===== src/rtl/pio_pkg.sv =====
package pio_pkg;

    localparam int OP_W = 6;

    typedef struct packed {
        logic get_char;
        logic put_char;
        logic skip_in;
        logic skip_out;
        logic irq_on;
        logic irq_off;
    } io_cmd_t;

    function automatic io_cmd_t decode_op(input logic exec, input logic [OP_W-1:0] op);
        io_cmd_t c;
        c.get_char = exec & op[5];
        c.put_char = exec & op[4];
        c.skip_in  = exec & op[3];
        c.skip_out = exec & op[2];
        c.irq_on   = exec & op[1];
        c.irq_off  = exec & op[0];
        return c;
    endfunction

endpackage


===== src/rtl/pio_in_chan.sv =====
module pio_in_chan #(
    parameter int DATA_W = 8
) (
    input  logic              clk,
    input  logic              rst,
    input  logic              rx_stb,
    input  logic [DATA_W-1:0] rx_data,
    input  logic              take,
    output logic [DATA_W-1:0] data,
    output logic              flag
);
    always_ff @(posedge clk) begin
        if (rst) begin
            data <= '0;
            flag <= 1'b0;
        end else begin
            if (rx_stb) data <= rx_data;
            if (rx_stb)    flag <= 1'b1;  // device side wins
            else if (take) flag <= 1'b0;
        end
    end
endmodule


===== src/rtl/pio_out_chan.sv =====
module pio_out_chan #(
    parameter int DATA_W = 8
) (
    input  logic              clk,
    input  logic              rst,
    input  logic              tx_done,
    input  logic              put,
    input  logic [DATA_W-1:0] wdata,
    output logic [DATA_W-1:0] data,
    output logic              flag
);
    always_ff @(posedge clk) begin
        if (rst) begin
            data <= '0;
            flag <= 1'b1;
        end else begin
            if (put) data <= wdata;
            if (tx_done)  flag <= 1'b1;  // device side wins
            else if (put) flag <= 1'b0;
        end
    end
endmodule


===== src/rtl/pio_irq_unit.sv =====
module pio_irq_unit (
    input  logic clk,
    input  logic rst,
    input  logic en_set,
    input  logic en_clr,
    input  logic cyc_clr,
    input  logic fetch_phase,
    input  logic src_any,
    output logic ien,
    output logic pend
);
    logic arm;
    assign arm = ~fetch_phase & ien & src_any;

    always_ff @(posedge clk) begin
        if (rst) begin
            ien  <= 1'b0;
            pend <= 1'b0;
        end else if (cyc_clr) begin
            ien  <= 1'b0;
            pend <= 1'b0;
        end else begin
            if (en_clr)      ien <= 1'b0;
            else if (en_set) ien <= 1'b1;
            if (arm) pend <= 1'b1;
        end
    end
endmodule


===== src/rtl/pio_irq_ctrl.sv =====
module pio_irq_ctrl
    import pio_pkg::*;
#(
    parameter int DATA_W = 8
) (
    input  logic              clk,
    input  logic              rst,
    input  logic              dev_rx_stb,
    input  logic [DATA_W-1:0] dev_rx_data,
    input  logic              dev_tx_done,
    input  logic              io_exec,
    input  logic [OP_W-1:0]   io_op,
    input  logic [DATA_W-1:0] ac_lo,
    input  logic              fetch_phase,
    input  logic              irq_clr,
    output logic              ld_ac_req,
    output logic [DATA_W-1:0] in_byte,
    output logic              skip_req,
    output logic [DATA_W-1:0] out_byte,
    output logic              in_flag,
    output logic              out_flag,
    output logic              int_en,
    output logic              int_pend
);
    io_cmd_t cmd;
    assign cmd = decode_op(io_exec, io_op);

    pio_in_chan #(.DATA_W(DATA_W)) in_u (
        .clk(clk), .rst(rst), .rx_stb(dev_rx_stb), .rx_data(dev_rx_data),
        .take(cmd.get_char), .data(in_byte), .flag(in_flag)
    );

    pio_out_chan #(.DATA_W(DATA_W)) out_u (
        .clk(clk), .rst(rst), .tx_done(dev_tx_done), .put(cmd.put_char),
        .wdata(ac_lo), .data(out_byte), .flag(out_flag)
    );

    pio_irq_unit irq_u (
        .clk(clk), .rst(rst), .en_set(cmd.irq_on), .en_clr(cmd.irq_off),
        .cyc_clr(irq_clr), .fetch_phase(fetch_phase),
        .src_any(in_flag | out_flag), .ien(int_en), .pend(int_pend)
    );

    assign ld_ac_req = cmd.get_char;
    assign skip_req  = (cmd.skip_in & in_flag) | (cmd.skip_out & out_flag);
endmodule


===== config.mk =====
export PLATFORM = sky130hd
export DESIGN_NAME = pio_irq_ctrl
export DESIGN_NICKNAME = d
export VERILOG_FILES = /design/src/rtl/pio_pkg.sv /design/src/rtl/pio_in_chan.sv /design/src/rtl/pio_out_chan.sv /design/src/rtl/pio_irq_unit.sv /design/src/rtl/pio_irq_ctrl.sv
export SDC_FILE = /design/constraint.sdc
export NUM_CORES = 1
export LEC_CHECK = 0
export CAP_MARGIN = 25
export CORE_ASPECT_RATIO = 0.7
export CORE_UTILIZATION = 29
export CTS_CLUSTER_SIZE = 25
export DETAILED_ROUTE_END_ITERATION = 8
export PLACE_DENSITY = 0.72
export SLEW_MARGIN = 10
export SYNTH_ARGS = -nofsm -noshare
export SYNTH_HDL_FRONTEND = slang
export SYNTH_SLANG_ARGS = --single-unit

===== constraint.sdc =====
create_clock -name clk -period 0.8 [get_ports clk]
set_input_delay 0.12 -clock clk [delete_from_list [all_inputs] [get_ports clk]]
set_output_delay 0.12 -clock clk [all_outputs]
set_load 0.1 [all_outputs]

Word level (Yosys, flattened, before mapping):

Index checks and enable logic that the tools add are counted.

* flip-flop bits (word level): 20
* bits of input ports: 29
* word-level logic and storage cells: 25

* muxes and demuxes: 2
* bitwise operators: 13
* reduce and logical (&&, ||, !) cells: 4

Operators with widths (count)
* $and 1x1->1: 10
* $reduce_or 2->1: 2
* $reduce_or 3->1: 1
* $mux 1: 2
* $or 1x1->1: 2
* $reduce_bool 2->1: 1
* $not 1->1: 1

Depth between registers and ports, before layout:

Gate-level depths: netlist of the first run.

* depth in word-level cells: 3
* depth in mapped cells: 4
* mapped depth without buffers: 3

By module:

A second synthesis of the first run with hierarchy kept.

* cell total of the unflattened synthesis: 74
* area, all modules: 759.5 um2

Modules (own cells, without submodules)
* pio_in_chan: instances 1, cells an instance 30, area an instance 321.6 um2, sequential area each 180.2 um2
* pio_out_chan: instances 1, cells an instance 30, area an instance 319.1 um2, sequential area each 180.2 um2
* pio_irq_unit: instances 1, cells an instance 7, area an instance 73.8 um2, sequential area each 40.0 um2
* pio_irq_ctrl: instances 1, cells an instance 7, area an instance 45.0 um2, sequential area each 0.0 um2

Least setup slack after synthesis of the first run:

Ideal clock, no wire load.

* path kind: register to output
* from: reg in_u.flag
* to: out skip_req
* arrival: 2538 ps
* required time: 680 ps
* slack: -1858 ps
* stages on the path, launching flop included: 3
* cells stage by stage: dfxtp_1 -> a22oi_1 -> nor2b_1

* cells in the longest elaborated chain, start to end: 2

RTL lines
* start, declared: line pio_in_chan.sv:10 `output logic flag`
* start signal, assigned: line pio_in_chan.sv:15 `flag <= 1'b0;`
* start signal, assigned: line pio_in_chan.sv:18 `if (rx_stb) flag <= 1'b1;`
* start signal, assigned: line pio_in_chan.sv:19 `else if (take) flag <= 1'b0;`
* $and 1x1->1: line pio_irq_ctrl.sv:45 `assign skip_req = (cmd.skip_in & in_flag) | (cmd.skip_out & out_flag);`
* $or 1x1->1: line pio_irq_ctrl.sv:45
* end, declared: line pio_irq_ctrl.sv:18 `output logic skip_req,`

Every way passes these cells.

Worst setup path after layout of the first run:

Same ends and word-level chain as after synthesis.

==> summary.md, run 1 <==
| Metric | Value |
|---|---|
| Outcome | finished, violations left |
| Failing checks | negative hold slack, negative setup slack |
| Vias in the first global route | 823 |
| Count leader, synth | dfxtp_1 |
| GRT Util Overall | 18.2% |
| P per Cell Area | 1630 nW/um^2 |
| Post-synthesis instance area | 739 um^2 |
| Yosys top cell by area | dfxtp_1 |
| Syn Nets | 108 |
| Reg2Reg Launch Point | out_u.flag |
| Final Hold Viols | 1 |
| Clk_skew | 4.91 ps |
| Setup violators final | 24 |
| Post-synthesis cell type count | 18 |
| Int Pwr | 1.96 mW |
| Arr. time, crit path | 1130 ps |
| DIE HEIGHT | 44.3 um |
| CP endpoint | skip_req |
| R2R Setup Slk | -330 ps |
| Crit path kind | flip-flop to primary output |
| Worst Setup SP | in_u.flag |
| PnR worst setup slack | -455 ps |
| Worst Tran Pin Value | 245 ps |
| Vias | 814 |
| Sw Share | 32.3% |
| CP Capture Type | primary output |
| CTS clock-pin slew for the worst setup and hold paths | 120 ps |
| DP HPWL | 1760 um |
| # IOs | 51 |
| Capturing point of the worst reg2reg path | irq_u.pend |
| Mapped Cells | 79 |
| Row cnt | 14 |
| Rel. slew slack | 83.6% |
| Clk Latency, worst-skew pair | 300 ps |
| Ant. Diodes | 0 |
| EDFF count, synth | 0 |
| Drt pass-1 iters | 3 |
| Total Power | 2.89 mW |
| Initial Util | 32.5% |
| Clk buf depth | 2 |
| Period utilization | 157% |
| Reg area | 475 um^2 |
| Synth top area cells | dfxtp_1 (54%), mux2i_1 (11%), a21oi_1 (6.8%) |
| PortBufs | 50 |
| Vias per Instance | 4.71 |
| Worst R2R Path Depth | 5 |
| Drt wl/cell | 13.2 um |
| Layout cells sized above 1 | 48.9% |
| Core Area | 2280 um^2 |
| Power share of the combinational group | 34.7% |
| CTS Hold Bufs | 0 |
| Worst path required time | 680 ps |
| P_sw | 935 uW |
| CTS root buf | clkbuf_4 |
| Area growth, synth to finish | 139% |
| Routed wire length | 2280 um |
| RSZ-0062 raised after global routing | true |
| Syn Area/Cell | 9.36 um^2 |
| Min cycle time layout | 1250 ps |
| Synth top cells by count | dfxtp_1 (20), a21oi_1 (10), nor2_1 (9) |
| Full die area | 2760 um^2 |
| FILL cells | 138 |
| GRT overflow | 0 |
| Clock sinks | 20 |
| Routability cong. | 0.639 |
| Final antenna-violating net count | 0 |
| Sequential share of power | 36.8% |
| Startpoint Class | flip-flop |
| P_leak | 0.717 nW |
| Initial antenna violation count | 0 |
| Register area share after synthesis | 54.1% |
| Global-route wire length before repair | 3760 um |
| Die X | 62.4 um |
| Synthesized flop and latch total | 20 |
| Highest clock rate | 797 MHz |
| CTS tree | done |
| Largest net degree at the start of global routing | 13 |
| Share of the synthesized area in the top cell type | 54.1% |
| Layout Nets | 171 |
| Worst vdd ir | 1530 uV |
| Hold Path Origin | io_exec |
| Synth async-reset ratio | 0% |
| Worst Hold Class | input pin to flip-flop |
| Design Area, Final | 1770 um^2 |
| H-tree depth | 1 |
| Max Cap Viol | 0 |
| CTS buffer count | 3 |
| DR iter-0 viols | 26 |
| Part of the power in the clock network | 28.5% |
| Synth warn | 0 |
| Main synth FF type | dfxtp_1 |
| Pins Over Slew Limit | 0 |
| Multi-input gate area | 332 um^2 |
| DRC Markers | 0 |
| CP Max Fanout | 3 |
| DP Area | 1640 um^2 |
| Hold_ws | -1.97 ps |
-- through the flow --
| step | setup slack (ps) | hold slack (ps) | cells | utilization [%] | TNS (ps) |
|---|---|---|---|---|---|
| finish | -455 | -1.97 | 173 | 77.7 | -4750 |
| global route | -496 | -18.3 | 173 | 77.7 | -5750 |
| CTS | -462 | 215 | 172 | 76.6 | -5060 |
| detailed placement | -535 | 479 | 165 | 72.2 | -9020 |
| global placement | -516 | 476 | 165 | 72.2 | -8240 |
| floorplan | -504 | 189 | 79 | - | -879 |
-- worst max-delay path: stages, from the launching register on --
cell and delay, ps:
dfxtp_4 370, a22oi_2 220, nor2b_4 70, buf_12 160
-- area by class of cell --
type / count / area share [%]
sequential: 20 / 26.9
clock inverter: 1 / 1.70
timing repair buffer: 63 / 48.6
inverter: 2 / 0.636
clock buffer: 3 / 1.27
tap: 32 / 2.26
multi-input combinational: 52 / 18.7
-- how the worst min path moves through the flow --
stage | endpoint | slack, ps | depth (start not counted)
2_1_floorplan | irq_u.pend | 190 | 1
3_3_place_gp | out_u.data[0] | 480 | 2
3_5_place_dp | out_u.flag | 480 | 1
4_1_cts | irq_u.ien | 220 | 2
5_1_grt | irq_u.ien | -20 | 2
6_report | irq_u.ien | -2 | 2
-- state kept, by name, summed over array words and instances, names as in the netlist --
register,flops
irq_u.pend,1
out_u.data,8
irq_u.ien,1
out_u.flag,1
in_u.flag,1
in_u.data,8
-- power groups by stage --
stage | Combinational, mW | Sequential, mW | Clock [mW]
final | 1.00 | 1.06 | 0.825
after global routing | 1.04 | 1.07 | 0.898
after CTS | 0.987 | 1.07 | 0.840
after detailed placement | 0.971 | 1.09 | 0
after global placement | 0.958 | 1.09 | 0
after floorplan | 0.183 | 1.43 | 0
-- placed cells by master, fill, tap and decap left out, drive strengths merged --
cell type / Yosys / routed
bufinv: 0 / 1
clkbuf: 0 / 4
a21oi: 10 / 10
a2111oi: 1 / 1
clkinvlp: 0 / 1
nand2: 10 / 10
inv: 2 / 1
dfxtp: 20 / 20
mux2i: 8 / 8
buf: 5 / 36
a211o: 1 / 1
clkdlybuf4s50: 0 / 24
nor3: 1 / 1
nand3: 8 / 8
nor2: 9 / 9
nor2b: 1 / 1
or2: 1 / 1
dlygate4sd2: 0 / 2
a22oi: 1 / 1
a31oi: 1 / 1
-- cells by family after synthesis --
family,synth area share [%]
and+or+nand+nor,18.8
DFF,54.1
AOI/OAI and AO/OA,11.2
muxes,10.8
buffers and inverters,5.08
-- repair_timing --
item | CTS | global route
pin swaps | 5 | 2
buffers inserted | 4 | 1
resized for setup | 13 | 13
setup endpoints to repair | 42 | 26
hold endpoints to repair | 0 | 1
-- per-layer routing --
layer / track usage [%] / share of wire, %
met4: 5.58 / 1.6
met2: 35.2 / 51
met1: 18.6 / 39
met5: 0 / 0
met3: 7.47 / 7.7
No activity file was read; power rests on OpenSTA's default activity.
==> run 2: changes to the inputs <==
--- a/config.mk
+++ b/config.mk
@@ -6,12 +6,11 @@
 export NUM_CORES = 1
 export LEC_CHECK = 0
 export CAP_MARGIN = 25
-export CORE_ASPECT_RATIO = 0.7
 export CORE_UTILIZATION = 29
 export CTS_CLUSTER_SIZE = 25
 export DETAILED_ROUTE_END_ITERATION = 8
 export PLACE_DENSITY = 0.72
-export SLEW_MARGIN = 10
+export SLEW_MARGIN = 20
 export SYNTH_ARGS = -nofsm -noshare
 export SYNTH_HDL_FRONTEND = slang
 export SYNTH_SLANG_ARGS = --single-unit
==> run 2 against run 1 <==
  * The flow finishes with violations (negative setup slack)
  * Global-route usage rose by 0.61 points
  * Critical path depth did not move
  * Routed wire length rose by 2.2%
  * Critical endpoint unchanged
  * Largest cell class unchanged
  * Largest power group unchanged
  * Highest routed layer unchanged
==> summary.md, run 2 (synthesis results as in run 1) <==
| Metric | Value |
|---|---|
| Rel. slew slack | 84.9% (+1.3 points) |
| GRT Util Overall | 18.9% (+0.61 points) |
| Outcome | finished, violations left |
| Period utilization | 152% (-4.4 points) |
| Final Hold Viols | 0 (-1) |
| Initial Util | 32.2% (-0.28 points) |
| Hold Path Origin | io_exec |
| Vias per Instance | 4.64 (-1.5%) |
| CTS buffer count | 3 (unchanged) |
| Routability cong. | 0.740 (+16%) |
| Full die area | 2760 um^2 (-0.13%) |
| Routed wire length | 2330 um (+2.2%) |
| P per Cell Area | 1600 nW/um^2 (-2.2%) |
| Startpoint Class | flip-flop |
| # IOs | 51 (unchanged) |
| Largest net degree at the start of global routing | 13 (unchanged) |
| Drt wl/cell | 13.2 um (+0.45%) |
| Row cnt | 17 (+3) |
| GRT overflow | 0 (unchanged) |
| PnR worst setup slack | -419 ps (+35.3 ps) |
| Reg2Reg Launch Point | in_u.flag |
| CTS clock-pin slew for the worst setup and hold paths | 120 ps (about the same) |
| Multi-input gate area | 352 um^2 (+6.0%) |
| Gr busiest metal | met2 |
| CTS root buf | clkbuf_4 |
| DR iter-0 viols | 7 (-73%) |
| DIE HEIGHT | 52.5 um (+19%) |
| FILL cells | 149 (+8.0%) |
| Clock sinks | 20 (unchanged) |
| CP Max Fanout | 3 (unchanged) |
| Global-route wire length before repair | 3800 um (+1.1%) |
| Vias | 816 (+0.25%) |
| Layout Nets | 178 (+4.1%) |
| DP HPWL | 1680 um (-4.5%) |
| Initial antenna violation count | 0 (unchanged) |
| Clk buf depth | 2 (unchanged) |
| Arr. time, crit path | 1100 ps (-30 ps) |
| Dpl cells | 162 (-1.8%) |
| GR Util met1 | 18.4% (-0.20 points) |
| Fin Setup TNS | -4510 ps (+239 ps) |
| Worst Tran Pin Value | 227 ps (-18.6 ps) |
| Fin util | 79.8% (+2.1 points) |
| CTS Hold Bufs | 0 (unchanged) |
| Pins Over Slew Limit | 0 (unchanged) |
| H-tree depth | 1 (unchanged) |
| CP Capture Type | primary output |
| Clk Latency, worst-skew pair | 300 ps (about the same) |
| Drt pass-1 iters | 4 (+1) |
| Final antenna-violating net count | 0 (unchanged) |
| DRC Markers | 0 (unchanged) |
| Vias in the first global route | 864 (+5.0%) |
| Layout cells sized above 1 | 51.4% (+2.4 points) |
| Crit path kind | flip-flop to primary output |
| Met3 Resource Use GR | 6.38% (-1.1 points) |
| Worst path required time | 680 ps (about the same) |
| Worst vdd ir | 1520 uV (-0.33%) |
| Failing checks | negative setup slack |
| Fin cells | 176 (+1.7%) |
| GR Layer Usage met2 | 36.7% (+1.5 points) |
| RSZ-0062 raised after global routing | true |
| Min cycle time layout | 1220 ps (-35.3 ps) |
| Core Area | 2300 um^2 (+0.88%) |
| Most frequent cells in the layout | clkdlybuf4s50_1 (24), buf_12 (23), dfxtp_4 (19) |
| Area growth, synth to finish | 148% |
| Biggest regs | in_u.data (8), out_u.data (8) |
| PortBufs | 50 (unchanged) |
| Worst Hold Class | input pin to flip-flop |
| Reg area | 473 um^2 (-0.53%) |
| Setup violators final | 24 (unchanged) |
| P_leak | 0.752 nW (+4.9%) |
| Clk_skew | 4.68 ps (-0.232 ps) |
| Ant. Diodes | 0 (unchanged) |
| Die X | 52.5 um (-16%) |
| Highest clock rate | 820 MHz (+2.9%) |
| CTS tree | done |
| Commonest non-fill, non-tap cell in the layout | clkdlybuf4s50_1 |
| Max Cap Viol | 0 (unchanged) |
| Worst Setup SP | out_u.flag |
==> run 2: changes by cell type in the layout (fill, tap and decap cells not counted), sizes merged <==
cell and delta:
clkdlybuf4s15 +1, clkbuf -1, buf +7
==> run 2: critical path: stages (launching register included) <==
cell     delay, ps
dfxtp_4        380
a22oi_2        190
nor2b_4         70
buf_12         160
==> run 2: final timing paths <==
path | to | slack, ps | depth (start not counted)
worst max-delay path | skip_req | -420 | 3
worst min register to register | out_u.data[0] | 500 | 2
worst min-delay path | in_u.flag | 300 | 5
worst max register to register | irq_u.pend | -260 | 5
==> run 2: timing repair <==
| action | CTS | global route |
|---|---|---|
| pin swaps | 6 | 2 |
| setup endpoints to repair | 34 | 26 |
| gates resized for setup | 19 | 7 |
| setup buffers | 8 | 5 |
==> run 2: metal layers <==
metal | up-vias | part of all wire [%]
li1 | 409 | -
met1 | 368 | 35
met2 | 37 | 55
met3 | 2 | 9.3
met4 | 0 | 0.17
met5 | - | 0
==> run 2: layout make-up <==
cell class              instances  share of cell area (%)
clock inverters                 1                    1.64
flip-flops and latches         20                    25.8
repair buffers                 70                    49.7
clock buffers                   3                    1.23
multi-input cells              52                    19.2
well taps                      28                    1.91
inverters                       2                   0.614
==> run 2: stage by stage <==
stage / setup WS, ps / total power, mW / hold WS, ps / cell area [um^2]
after floorplan: -504 / 1.61 / 189 / 846
after global placement: -408 / 2.05 / 478 / 1650
after detailed placement: -405 / 2.06 / 479 / 1650
after CTS: -425 / 2.94 / 248 / 1790
after global routing: -491 / 3.06 / 292 / 1830
final: -419 / 2.93 / 303 / 1830
==> run 2: power by group <==
group | internal (mW) | switching, mW | leakage (nW) | total [mW]
Sequential | 1.02 | 0.0521 | 0.177 | 1.07
Clock | 0.506 | 0.322 | 0.0279 | 0.828
Combinational | 0.460 | 0.575 | 0.547 | 1.04
==> run 3: changes to the inputs <==
--- a/config.mk
+++ b/config.mk
@@ -6,11 +6,10 @@
 export NUM_CORES = 1
 export LEC_CHECK = 0
 export CAP_MARGIN = 25
-export CORE_UTILIZATION = 29
+export CORE_UTILIZATION = 30
 export CTS_CLUSTER_SIZE = 25
 export DETAILED_ROUTE_END_ITERATION = 8
-export PLACE_DENSITY = 0.72
-export SLEW_MARGIN = 20
+export PLACE_DENSITY = 0.74
 export SYNTH_ARGS = -nofsm -noshare
 export SYNTH_HDL_FRONTEND = slang
 export SYNTH_SLANG_ARGS = --single-unit
==> run 3 against run 2 <==
  * Routed wire length is 6.1% lower
  * Via count down 4.7%
  * Combinational power is essentially flat
  * Global-route usage shrank 0.71 points
  * The run still ends with negative setup slack left
  * Clock skew fell by 4.0 ps
  * Highest routed layer is now met3
  * Total power fell by 1.0%
  * Largest power group unchanged
  * Sequential cell count stayed put
  * Critical endpoint unchanged
==> summary.md, run 3 (synthesis results as in run 1) <==
| Metric | Value |
|---|---|
| P_leak | 0.743 nW (-1.2%) |
| Worst path required time | 680 ps (about the same) |
| Die X | 51.6 um (-1.6%) |
| Rel. slew slack | 81.9% (-3.0 points) |
| Vias per Instance | 4.50 (-3.0%) |
| Setup violators final | 23 (-4.2%) |
| CTS buffer count | 3 (unchanged) |
| Period utilization | 151% (-1.8 points) |
| Hold Path Origin | io_exec |
| Crit path kind | flip-flop to primary output |
| PortBufs | 50 (unchanged) |
| Core Area | 2280 um^2 (-0.93%) |
| CP Capture Type | primary output |
| Vias in the first global route | 798 (-7.6%) |
| Outcome | finished, violations left |
| Pins Over Slew Limit | 0 (unchanged) |
| DP Area | 1650 um^2 (+0.46%) |
| Worst Tran Pin Value | 272 ps (+45.2 ps) |
| Final Hold Viols | 0 (unchanged) |
| P per Cell Area | 1610 nW/um^2 (+0.88%) |
| Max Cap Viol | 0 (unchanged) |
| Highest clock rate | 830 MHz (+1.2%) |
| Initial antenna violation count | 0 (unchanged) |
| GRT overflow | 0 (unchanged) |
| Capturing point of the worst reg2reg path | irq_u.pend |
| Met1 WL | 892 um (+8.5%) |
| Ant. Diodes | 0 (unchanged) |
| Clk Latency, worst-skew pair | 290 ps (about the same) |
| DR iter-0 viols | 8 (+1) |
| Met3 Routed Length | 177 um (-18%) |
| Startpoint Class | flip-flop |
| Reg2Reg Launch Point | in_u.flag |
| Vias | 778 (-4.7%) |
| Clk buf depth | 2 (unchanged) |
| Worst Hold Class | input pin to flip-flop |
| Full die area | 2670 um^2 (-3.2%) |
| Most frequent cells in the layout | clkdlybuf4s50_1 (23), buf_12 (23), dfxtp_4 (19) |
| Clk_skew | 0.686 ps (-3.99 ps) |
| Initial Util | 32.5% (+0.30 points) |
| CTS tree | done |
| Layout Nets | 175 (-1.7%) |
| # IOs | 51 (unchanged) |
| Drt wl/cell | 12.6 um (-4.4%) |
| Worst Hold Path EP | irq_u.ien |
| Final antenna-violating net count | 0 (unchanged) |
| CTS root buf | clkbuf_4 |
| Routed wire length | 2190 um (-6.1%) |
| GRT Util Overall | 18.2% (-0.71 points) |
| Hold_ws | 144 ps (-158 ps) |
| DRC Markers | 0 (unchanged) |
| Hold depth | 3 (-2) |
| Clock sinks | 20 (unchanged) |
| Met2 routed WL | 1120 um (-13%) |
| Arr. time, crit path | 1080 ps (-20 ps) |
| Global-route wire length before repair | 3620 um (-4.9%) |
| CP Max Fanout | 2 (-1) |
| Worst R2R Path Depth | 4 (-1) |
| DP HPWL | 1630 um (-3.3%) |
| Routability cong. | 0.712 (-3.8%) |
| Worst vdd ir | 1250 uV (-18%) |
| PnR worst setup slack | -405 ps (+14.8 ps) |
| Failing checks | negative setup slack |
| Row cnt | 17 (unchanged) |
| DIE HEIGHT | 51.6 um (-1.6%) |
| Biggest regs | in_u.data (8), out_u.data (8) |
| Design Area, Final | 1800 um^2 (-1.9%) |
| DR top layer | met3 |
| R2R Setup Slk | -220 ps (+40 ps) |
| H-tree depth | 1 (unchanged) |
| Area growth, synth to finish | 143% |
| Min cycle time layout | 1200 ps (-14.8 ps) |
| RSZ-0062 raised after global routing | true |
| Drt pass-1 iters | 4 (unchanged) |
| CTS clock-pin slew for the worst setup and hold paths | 110 ps (about the same) |
| Total Power | 2.90 mW (-1.0%) |
| Largest net degree at the start of global routing | 13 (unchanged) |
| Layout cells sized above 1 | 50.3% (-1.0 points) |
[run 3: cell types whose count changed in the layout (fill, tap and decap cells not counted)]
cell,before,now
buf_6,9,6
buf_2,1,0
buf_4,10,11
clkbuf_2,0,1
clkdlybuf4s15_2,1,0
clkdlybuf4s50_1,24,23
dlymetal6s2s_1,0,1
[run 3: per-layer routing]
layer  vias to the layer above  global-route usage, %
li1                        399                      -
met5                         -                      0
met1                       343                   21.2
met3                         0                   5.56
met2                        36                   33.5
met4                         0                   1.35
[run 3: area by class of cell]
type / count / area [um^2]
inverter: 2 / 11.3
sequential: 20 / 473
multi-input combinational: 52 / 352
fill: 140 / 477
tap: 28 / 35.0
clock inverter: 1 / 30.0
clock buffer: 3 / 22.5
timing repair buffer: 67 / 876
[run 3: report_power, final]
part | internal, mW | leakage, nW | total [mW] | switching (mW)
registers | 1.02 | 0.177 | 1.07 | 0.0508
clock network | 0.506 | 0.0279 | 0.818 | 0.312
logic | 0.446 | 0.538 | 1.02 | 0.570
total | 1.97 | 0.743 | 2.90 | 0.933
[run 3: per-stage QoR]
| step | setup WS, ps | TNS (ps) | util, % | std cells |
|---|---|---|---|---|
| after floorplan | -504 | -879 | - | 79 |
| after global placement | -403 | -7120 | 72.7 | 163 |
| after detailed placement | -409 | -7480 | 72.7 | 163 |
| after CTS | -429 | -4550 | 76.5 | 171 |
| after global routing | -446 | -5450 | 79.1 | 173 |
| final | -405 | -4320 | 79.1 | 173 |
[run 3: how the worst max path moves through the flow]
stage / to / startpoint / slack (ps)
global placement: out_u.flag / io_exec / -400
finish: skip_req / in_u.flag / -400
global route: skip_req / in_u.flag / -450
floorplan: skip_req / in_u.flag / -500
detailed placement: out_u.flag / io_exec / -410
CTS: skip_req / out_u.flag / -430
[run 3: what timing repair did]
| item | 4_1_cts | 5_1_grt |
|---|---|---|
| setup buffers | 4 | 2 |
| hold buffers | 0 | 0 |
| resized for setup | 11 | 10 |
| pin swaps | 3 | 3 |
| setup endpoints to repair | 35 | 32 |
[run 3: worst max-delay path, cell delays in order, from the launching register on]
cell,delay (ps)
dfxtp_4,360
a22oi_2,200
nor2b_4,70
buf_12,160
